## src/rtl/rx_fifo_pkg.sv

```systemverilog
package rx_fifo_pkg;
  typedef enum logic {
    MODE_SINGLE = 1'b0,
    MODE_QUEUE  = 1'b1
  } rx_mode_e;

  typedef struct packed {
    logic clear;
    logic wr;
    logic rd;
    logic reject;
  } rx_op_t;
endpackage

```

## src/rtl/rx_fifo_mode_ctl.sv

```systemverilog
module rx_fifo_mode_ctl
  import rx_fifo_pkg::*;
(
  input  logic     clk_i,
  input  logic     rst_ni,
  input  logic     fifo_en_i,
  input  logic     flush_i,
  output rx_mode_e mode_o,
  output logic     clear_o
);
  rx_mode_e mode_q;
  logic     switching;

  always_ff @(posedge clk_i or negedge rst_ni) begin
    if (!rst_ni) mode_q <= MODE_SINGLE;
    else         mode_q <= fifo_en_i ? MODE_QUEUE : MODE_SINGLE;
  end

  assign switching = fifo_en_i ^ (mode_q == MODE_QUEUE);
  // flush only honoured when queue mode is on and stays on
  assign clear_o   = switching | (flush_i & fifo_en_i & (mode_q == MODE_QUEUE));
  assign mode_o    = mode_q;
endmodule

```

## src/rtl/rx_fifo_ptrs.sv

```systemverilog
module rx_fifo_ptrs
  import rx_fifo_pkg::*;
#(
  parameter int DEPTH = 16,
  localparam int PTR_W = (DEPTH > 1) ? $clog2(DEPTH) : 1,
  localparam int CNT_W = $clog2(DEPTH + 1)
) (
  input  logic             clk_i,
  input  logic             rst_ni,
  input  logic             clear_i,
  input  logic             push_i,
  input  logic             pop_i,
  input  logic [CNT_W-1:0] cap_i,
  output rx_op_t           op_o,
  output logic [PTR_W-1:0] wr_idx_o,
  output logic [PTR_W-1:0] rd_idx_o,
  output logic [CNT_W-1:0] count_o,
  output logic             full_o,
  output logic             empty_o
);
  logic [PTR_W-1:0] wr_q, rd_q;
  logic [CNT_W-1:0] cnt_q;

  function automatic logic [PTR_W-1:0] adv(input logic [PTR_W-1:0] p,
                                           input logic [CNT_W-1:0] cap);
    if (CNT_W'(p) >= cap - CNT_W'(1)) return '0;
    return p + PTR_W'(1);
  endfunction

  assign full_o  = (cnt_q >= cap_i);
  assign empty_o = (cnt_q == '0);

  always_comb begin
    op_o.clear  = clear_i;
    op_o.wr     = push_i & ~full_o & ~clear_i;
    op_o.rd     = pop_i & ~empty_o & ~clear_i;
    op_o.reject = push_i & full_o & ~clear_i;
  end

  always_ff @(posedge clk_i or negedge rst_ni) begin
    if (!rst_ni) begin
      wr_q  <= '0;
      rd_q  <= '0;
      cnt_q <= '0;
    end else if (op_o.clear) begin
      wr_q  <= '0;
      rd_q  <= '0;
      cnt_q <= '0;
    end else begin
      if (op_o.wr) wr_q <= adv(wr_q, cap_i);
      if (op_o.rd) rd_q <= adv(rd_q, cap_i);
      cnt_q <= cnt_q + CNT_W'(op_o.wr) - CNT_W'(op_o.rd);
    end
  end

  assign wr_idx_o = wr_q;
  assign rd_idx_o = rd_q;
  assign count_o  = cnt_q;
endmodule

```

## src/rtl/rx_fifo_store.sv

```systemverilog
module rx_fifo_store #(
  parameter int DATA_W = 8,
  parameter int DEPTH  = 16,
  localparam int PTR_W = (DEPTH > 1) ? $clog2(DEPTH) : 1
) (
  input  logic              clk_i,
  input  logic              rst_ni,
  input  logic              wr_i,
  input  logic [PTR_W-1:0]  wr_idx_i,
  input  logic [DATA_W-1:0] wr_data_i,
  input  logic [PTR_W-1:0]  rd_idx_i,
  output logic [DATA_W-1:0] rd_data_o
);
  logic [DEPTH-1:0][DATA_W-1:0] cells;

  for (genvar g = 0; g < DEPTH; g++) begin : g_cell
    logic [DATA_W-1:0] cell_q;
    always_ff @(posedge clk_i or negedge rst_ni) begin
      if (!rst_ni)                                    cell_q <= '0;
      else if (wr_i && (wr_idx_i == PTR_W'(g)))        cell_q <= wr_data_i;
    end
    assign cells[g] = cell_q;
  end

  assign rd_data_o = cells[rd_idx_i];
endmodule

```

## src/rtl/rx_mode_fifo.sv

```systemverilog
module rx_mode_fifo
  import rx_fifo_pkg::*;
#(
  parameter int DATA_W = 8,
  parameter int DEPTH  = 16,
  parameter logic [DATA_W-1:0] EMPTY_FILL = '1,
  localparam int PTR_W = (DEPTH > 1) ? $clog2(DEPTH) : 1,
  localparam int CNT_W = $clog2(DEPTH + 1)
) (
  input  logic              clk_i,
  input  logic              rst_ni,
  input  logic              fifo_en_i,
  input  logic              flush_i,
  input  logic              push_i,
  input  logic [DATA_W-1:0] push_data_i,
  output logic              space_o,
  input  logic              pop_i,
  output logic [DATA_W-1:0] pop_data_o,
  output logic [CNT_W-1:0]  count_o,
  output logic              not_empty_o,
  output logic              overflow_o
);
  rx_mode_e          mode;
  logic              clear;
  logic              queue_mode;
  logic [CNT_W-1:0]  cap;
  rx_op_t            op;
  logic [PTR_W-1:0]  wr_idx, rd_idx;
  logic              full, empty;
  logic [DATA_W-1:0] head;
  logic              ovf_q;

  rx_fifo_mode_ctl u_mode (
    .clk_i     (clk_i),
    .rst_ni    (rst_ni),
    .fifo_en_i (fifo_en_i),
    .flush_i   (flush_i),
    .mode_o    (mode),
    .clear_o   (clear)
  );

  assign queue_mode = (mode == MODE_QUEUE);
  assign cap        = queue_mode ? CNT_W'(DEPTH) : CNT_W'(1);

  rx_fifo_ptrs #(.DEPTH(DEPTH)) u_ptrs (
    .clk_i    (clk_i),
    .rst_ni   (rst_ni),
    .clear_i  (clear),
    .push_i   (push_i),
    .pop_i    (pop_i),
    .cap_i    (cap),
    .op_o     (op),
    .wr_idx_o (wr_idx),
    .rd_idx_o (rd_idx),
    .count_o  (count_o),
    .full_o   (full),
    .empty_o  (empty)
  );

  rx_fifo_store #(.DATA_W(DATA_W), .DEPTH(DEPTH)) u_store (
    .clk_i     (clk_i),
    .rst_ni    (rst_ni),
    .wr_i      (op.wr),
    .wr_idx_i  (wr_idx),
    .wr_data_i (push_data_i),
    .rd_idx_i  (rd_idx),
    .rd_data_o (head)
  );

  always_ff @(posedge clk_i or negedge rst_ni) begin
    if (!rst_ni) ovf_q <= 1'b0;
    else         ovf_q <= op.reject;
  end

  assign space_o     = ~full;
  assign not_empty_o = ~empty;
  assign pop_data_o  = empty ? EMPTY_FILL : head;
  assign overflow_o  = ovf_q;
endmodule

```

## config.mk

```make
export PLATFORM = sky130hd
export DESIGN_NAME = rx_mode_fifo
export DESIGN_NICKNAME = d
export VERILOG_FILES = /design/src/rtl/rx_fifo_pkg.sv /design/src/rtl/rx_fifo_mode_ctl.sv /design/src/rtl/rx_fifo_ptrs.sv /design/src/rtl/rx_fifo_store.sv /design/src/rtl/rx_mode_fifo.sv
export SDC_FILE = /design/constraint.sdc
export NUM_CORES = 1
export LEC_CHECK = 0
export ABC_AREA = 1
export BUFFER_PORTS_ARGS = -buffer_cell sky130_fd_sc_hd__buf_2
export CORE_AREA = 2 2 171 173
export DETAILED_ROUTE_END_ITERATION = 10
export DIE_AREA = 0 0 173 175
export GPL_ROUTABILITY_DRIVEN = 1
export GPL_TIMING_DRIVEN = 0
export PLACE_DENSITY = 0.47
export SYNTH_ARGS = -nofsm -noshare
export SYNTH_HDL_FRONTEND = slang
export SYNTH_SLANG_ARGS = --single-unit
```

## constraint.sdc

```tcl
create_clock -name clk_i -period 3.6 [get_ports clk_i]
set_input_delay 0.72 -clock clk_i [delete_from_list [all_inputs] [get_ports clk_i]]
set_output_delay 0.72 -clock clk_i [all_outputs]
set_load 0.02 [all_outputs]
```

==> results of run 1 <==
-- final timing paths --
path	end	cells past startpoint	start
worst max-delay path	pop_data_o[4]	9	u_ptrs.rd_idx_o[0]$_DFFE_PN0P_
worst max register to register	u_ptrs.count_o[4]$_DFF_PN0_	21	u_mode.mode_o$_DFF_PN0_
worst min-delay path	u_store.g_cell[5].cell_q[5]$_DFFE_PN0P_	1	rst_ni
worst min register to register	u_store.g_cell[10].cell_q[6]$_DFFE_PN0P_	2	u_store.g_cell[10].cell_q[6]$_DFFE_PN0P_
min in group clk_i	u_mode.mode_o$_DFF_PN0_	1	fifo_en_i
max in group asynchronous	u_store.g_cell[11].cell_q[3]$_DFFE_PN0P_	2	rst_ni
-- repair_timing --
| action | 4_1_cts | 5_1_grt |
|---|---|---|
| setup endpoints to repair | 0 | 1 |
| hold buffers | 0 | 0 |
| resized for setup | 0 | 1 |
| endpoints found under the hold margin | 0 | 0 |
-- power breakdown --
| part | internal [mW] | total (mW) | switching (mW) |
|---|---|---|---|
| Sequential | 1.73 | 1.82 | 0.0840 |
| Clock | 1.03 | 1.82 | 0.791 |
| Combinational | 0.624 | 2.39 | 1.76 |
| Total | 3.39 | 6.02 | 2.64 |
-- routing by layer --
metal | track usage, % | vias up | wire length, um
li1 | - | 3754 | -
met3 | 3.35 | 50 | 1120
met2 | 30.7 | 187 | 13100
met4 | 7.24 | 0 | 865
met1 | 26.7 | 3616 | 13600
met5 | 0 | - | 0
-- cells in the mapped netlist --
library cell | count | area (um2)
nand2_4 | 2 | 22.5
nand3_1 | 108 | 541
buf_6 | 14 | 158
buf_2 | 19 | 95.1
fa_1 | 1 | 20.0
buf_4 | 1 | 7.51
o21bai_1 | 2 | 15.0
nor2_1 | 31 | 116
nor3_1 | 1 | 5.00
or2_1 | 1 | 6.26
nand3_2 | 6 | 60.1
buf_8 | 2 | 30.0
clkbuf_1 | 22 | 82.6
nor2_2 | 5 | 31.3
xor2_1 | 4 | 35.0
inv_2 | 3 | 11.3
buf_1 | 14 | 52.6
nand2_1 | 491 | 1840
xnor2_1 | 1 | 8.76
dfrtp_1 | 143 | 3580
inv_1 | 96 | 360
ha_1 | 23 | 288
nand4_1 | 129 | 807
inv_6 | 1 | 8.76
a21oi_1 | 2 | 10.0
nand3_4 | 10 | 175
-- flip-flops by register name (all words and copies together), names as in the netlist --
signal                 flops
overflow_o                 1
u_mode.mode_o              1
u_ptrs.count_o             5
u_ptrs.rd_idx_o            4
u_store.g_cell.cell_q    128
u_ptrs.wr_idx_o            4
-- layout make-up --
cell class / count / area [um2]
plain buffers: 72 / 425
fillers: 3141 / 18800
inverters: 100 / 380
flip-flops and latches: 143 / 3580
well taps: 384 / 480
clock buffers: 17 / 425
multi-input cells: 817 / 3990
clock inverters: 15 / 161
repair buffers: 22 / 143
-- cell families (layout without fill, tap and decap cells) --
family	count (synthesis)	after routing	synth area share, %
buffers and inverters	172	226	9.63
and+or+nand+nor	784	784	43.1
xor gates and xnor gates	5	5	0.523
DFF	143	143	42.8
adders and majority gates	24	24	3.68
AOI/OAI and AO/OA	4	4	0.299
==> out/qor.yml, run 1 <==
detailed_routing:
  wirelength_um: 28700
  wl_per_cell_um: 18.3
  drc_errors: 0
  via_per_inst: 4.85
  dr_total_vias: 7607
  drtIter0Drc: 578
  antenna_left: 0
  drtPass1Iterations: 5
outcome:
  outcome: "complete, no violations"
cells_and_area:
  n_antenna_cell: 0
  num-nets-final: 1211
  drive_above_1_share_pct: 9.95
  mostFrequentLayoutCell: "nand2_1"
  final_cell_mix: "491 x nand2_1, 143 x dfrtp_1, 129 x nand4_1"
  instances_no_fill: 1570
  areaGrowthSynthToFinish_pct: 14.5
  fin_area_um2: 9580
  final_util_pct: 33.7
sta:
  rsz0062_at_grt: "no"
  fmaxAchievable_ghz: 0.290
  fin_crit_ns: 3.45
  hold_ws_ns: 0.193
  fin_crit_sh_pct: 95.8
  setup_viol_count_final: 0
  worst_slew_pin_slew_ns: 1.01
  finalHoldViolations: 0
  slew_headroom_pct: 32.8
  fin_setup_tns_ns: 0
  layout_setup_ws_ns: 0.150
  drv_slew: 0
  fin_skew_ns: 0.0107
die:
  start_util_pct: 29.5
  core_um2: 28400
  die_width_um: 173
  io_pins: 30
  die-area_um2: 30300
  die_y_um: 175
  rows: 62
grt:
  grtUsageTotal_pct: 19.4
  grt_max_degree: 93
  grt_pass1_vias: 7588
  antenna_found_initial: 0
  grt_pass1_wl_um: 44800
  grt_overflow: 0
critical_path:
  worst_setup_path_end_kind: "output port"
  path_buf_inv: 3
  cp_top_family: "buffers and inverters"
  max_stage_delay_ns: 0.55
  cp_max_fo: 10
  arrival_ns: 2.73
  critical_path_required_ns: 2.88
  reg2reg_setup_slack_ns: 0.38
  startpoint_type: "flip-flop"
  critical_path.cell_chain: "buf_2 -> buf_1 -> nand2_1 -> nand2_1 -> nand2_1 -> nand3_1 -> nand3_1 -> nand3_1 -> buf_2"
  path_class: "flip-flop to output port"
  slowest_stage: "buf_1"
pwr:
  fin_total_pwr_mw: 6.02
  p_per_area_nw_per_um2: 629
  p_leak_nw: 4.91
  irDropWorstVdd_mv: 0.367
cts:
  cts_tree: "yes"
  max-clock-path-buffers: 2
  post_cts_buffers: 0
  cts_root_buf: "clkbuf_16"
  h-tree-depth: 4
  cts_buffers: 17
  clk_pin_slew_ns: 0.07
  insertion_delay_ns: 0.43
  clock-sinks: 143
place:
  place_ws_ns: 0.275
  port_buffers: 21
  hpwl_um: 20200
  place_inst: 1538
  place.gp.congestion: 0.904
  dpl_cell_area_um2: 8990
yosys:
  netlist-cell-type-count: 26
  synth_nets: 1170
  yosys_warnings: 0
  synth_seq_area_share_pct: 42.8
  syn_area_um2: 8370
  synth.avg_cell_area_um2: 7.39
  synthCells: 1132
  synth_seq_cells: 143
hold_path:
  hold_path_class: "input pin to asynchronous set/reset pin"
run:
  cap_violations: 0
(Power assumes the default switching activity.)
==> run 2: changes to the inputs <==
--- a/config.mk
+++ b/config.mk
@@ -7,10 +7,10 @@
 export LEC_CHECK = 0
 export ABC_AREA = 1
 export BUFFER_PORTS_ARGS = -buffer_cell sky130_fd_sc_hd__buf_2
-export CORE_AREA = 2 2 171 173
+export CORE_AREA = 4 4 173 175
 export DETAILED_ROUTE_END_ITERATION = 10
-export DIE_AREA = 0 0 173 175
-export GPL_ROUTABILITY_DRIVEN = 1
+export DIE_AREA = 0 0 177 179
+export GPL_ROUTABILITY_DRIVEN = 0
 export GPL_TIMING_DRIVEN = 0
 export PLACE_DENSITY = 0.47
 export SYNTH_ARGS = -nofsm -noshare
==> run 2 against run 1 <==
Compared with the run above: clock skew fell by 0.0024 ns; sequential cell count did not move; sequential power barely moved; maximum frequency rose by 0.76%; worst setup slack improved by 0.026 ns; utilization fell by 0.14 points; largest cell class unchanged.
==> out/qor.yml, run 2 (synthesized netlist as in run 1, its figures left out) <==
outcome:
  outcome: "complete, no violations"
cells_and_area:
  num-nets-final: 1211  # unchanged
  drive_above_1_share_pct: 9.87  # -0.084 points
  fillerInstances: 3101  # -1.3%
  multi_input_area_um2: 3980  # about the same
  n_antenna_cell: 0  # unchanged
  max_flop_register: "u_store.g_cell.cell_q"
  fin_area_um2: 9570  # -0.14%
  areaGrowthSynthToFinish_pct: 14.3
  mostFrequentLayoutCell: "nand2_1"
  final_cell_mix: "491 x nand2_1, 143 x dfrtp_1, 129 x nand4_1"
  largest_register_ffs: 128  # unchanged
  register_area_um2: 3580  # unchanged
place:
  port_buffers: 21  # unchanged
  hpwl_um: 20200  # +0.17%
  dpl_cell_area_um2: 8990  # unchanged
cts:
  max-clock-path-buffers: 2  # unchanged
  cts_buffers: 17  # unchanged
  h-tree-depth: 4  # unchanged
  cts_root_buf: "clkbuf_16"
  clk_pin_slew_ns: 0.07  # about the same
  clock-sinks: 143  # unchanged
  insertion_delay_ns: 0.44  # about the same
  cts_tree: "yes"
grt:
  grt_pass1_wl_um: 45300  # +1.0%
  antenna_found_initial: 0  # unchanged
  grt_pass1_vias: 7634  # +0.61%
  grt_max_degree: 92  # -1.1%
  grt_overflow: 0  # unchanged
  grtUsageTotal_pct: 18.8  # -0.60 points
detailed_routing:
  drc_errors: 0  # unchanged
  antenna_left: 0  # unchanged
  wirelength_um: 29100  # +1.3%
  drtIter0Drc: 530  # -8.3%
  via_per_inst: 4.82  # -0.50%
  dr_total_vias: 7569  # -0.50%
  wl_per_cell_um: 18.5  # +1.3%
  drtPass1Iterations: 6  # +1
critical_path:
  critical_path_required_ns: 2.88  # about the same
  critical_path.cell_chain: "clkbuf_1 -> inv_1 -> clkbuf_1 -> nand3_1 -> nand3_1 -> nand3_1 -> nand3_1 -> buf_2"
  reg2reg_setup_slack_ns: 0.31  # -0.07 ns
  worstRegToRegCells: 21  # unchanged
  startpoint_type: "flip-flop"
  worst_setup_path_end_kind: "output port"
  path_class: "flip-flop to output port"
  arrival_ns: 2.70  # -0.03 ns
  cp_max_fo: 10  # unchanged
  crit_path_frequent_cell: "nand3_1"
  r2r_end: "u_ptrs.count_o[4]$_DFF_PN0_"
  r2r-start: "u_mode.mode_o$_DFF_PN0_"
  max_stage_delay_ns: 0.50  # -0.05 ns
  slowest_stage: "clkbuf_1"
sta:
  slew_headroom_pct: 30.7  # -2.0 points
  worst_slew_pin_slew_ns: 1.04  # +0.0305 ns
  fin_crit_sh_pct: 95.1  # -0.72 points
  fin_setup_tns_ns: 0  # unchanged
  finalHoldViolations: 0  # unchanged
  drv_slew: 0  # unchanged
  hold_ws_ns: 0.206  # +0.0127 ns
  rsz0062_at_grt: "no"
  fin_crit_ns: 3.42  # -0.0259 ns
  setup_viol_count_final: 0  # unchanged
  fmaxAchievable_ghz: 0.292  # +0.76%
  fin_skew_ns: 0.00827  # -0.00242 ns
pwr:
  p_per_area_nw_per_um2: 628  # -0.16%
  irDropWorstVdd_mv: 0.423  # +15%
  fin_total_pwr_mw: 6.01  # -0.30%
  p_leak_nw: 4.90  # -0.10%
die:
  core_um2: 28500  # +0.27%
  start_util_pct: 29.4  # -0.080 points
  die_width_um: 177  # +2.3%
  die_y_um: 179  # +2.3%
  die-area_um2: 31700  # +4.7%
  io_pins: 30  # unchanged
  rows: 62  # unchanged
hold_path:
  hold_path_class: "input pin to asynchronous set/reset pin"
run:
  cap_violations: 0  # unchanged
[run 2: area by class of cell]
class	count	area share, %
plain buffers	72	4.45
clock inverters	11	1.10
clock buffers	21	4.92
repair buffers	22	1.49
inverters	100	3.98
flip-flops and latches	143	37.4
multi-input cells	817	41.6
well taps	384	5.02
[run 2: how the worst max path moves through the flow]
stage	startpoint	to	slack (ns)	cells after the start
floorplan	u_ptrs.count_o[2]$_DFF_PN0_	u_ptrs.count_o[4]$_DFF_PN0_	0.68	16
global placement	rst_ni	u_store.g_cell[12].cell_q[3]$_DFFE_PN0P_	-0.65	1
detailed placement	u_mode.mode_o$_DFF_PN0_	u_ptrs.count_o[4]$_DFF_PN0_	0.21	21
CTS	u_mode.mode_o$_DFF_PN0_	u_ptrs.count_o[4]$_DFF_PN0_	0.19	21
global route	u_mode.mode_o$_DFF_PN0_	u_ptrs.count_o[4]$_DFF_PN0_	0.01	21
finish	u_ptrs.rd_idx_o[1]$_DFFE_PN0P_	pop_data_o[2]	0.18	8
[run 2: per-stage QoR]
stage                     worst slack, ns  instances  utilization, %
after CTS                           0.191       1570            33.6
after global routing               0.0149       1570            33.6
after global placement             -0.647       1537            31.4
final                               0.176       1570            33.6
after floorplan                     0.679       1132               -
after detailed placement            0.212       1538            31.6
[run 2: routing by layer]
layer	part of all wire, %	up-vias	global-route usage, %	wire length (um)
li1	-	3764	-	-
met1	46	3566	26.0	13400
met2	45	188	29.9	13200
met3	5.2	51	2.61	1500
met4	3.3	0	7.35	957
met5	0	-	0	0
[run 2: power by group]
part	total, mW	switching [mW]	internal [mW]	leakage, nW
sequential	1.82	0.0871	1.73	1.98
clock	1.79	0.773	1.01	0.273
combinational	2.40	1.78	0.625	2.65
[run 2: repair_timing]
action / CTS / global route
buffers inserted: 0 / 0
hold buffers: 0 / 0
resized for setup: 0 / 1
hold endpoints to repair: 0 / 0
setup endpoints to repair: 0 / 1
[run 2: worst max-delay path, delay by kind of cell (launching register included)]
family / cells / cell delay [ns]
AND/OR/NAND/NOR: 4 / 0.69
flip-flops: 1 / 0.40
buffers and inverters: 4 / 1.17
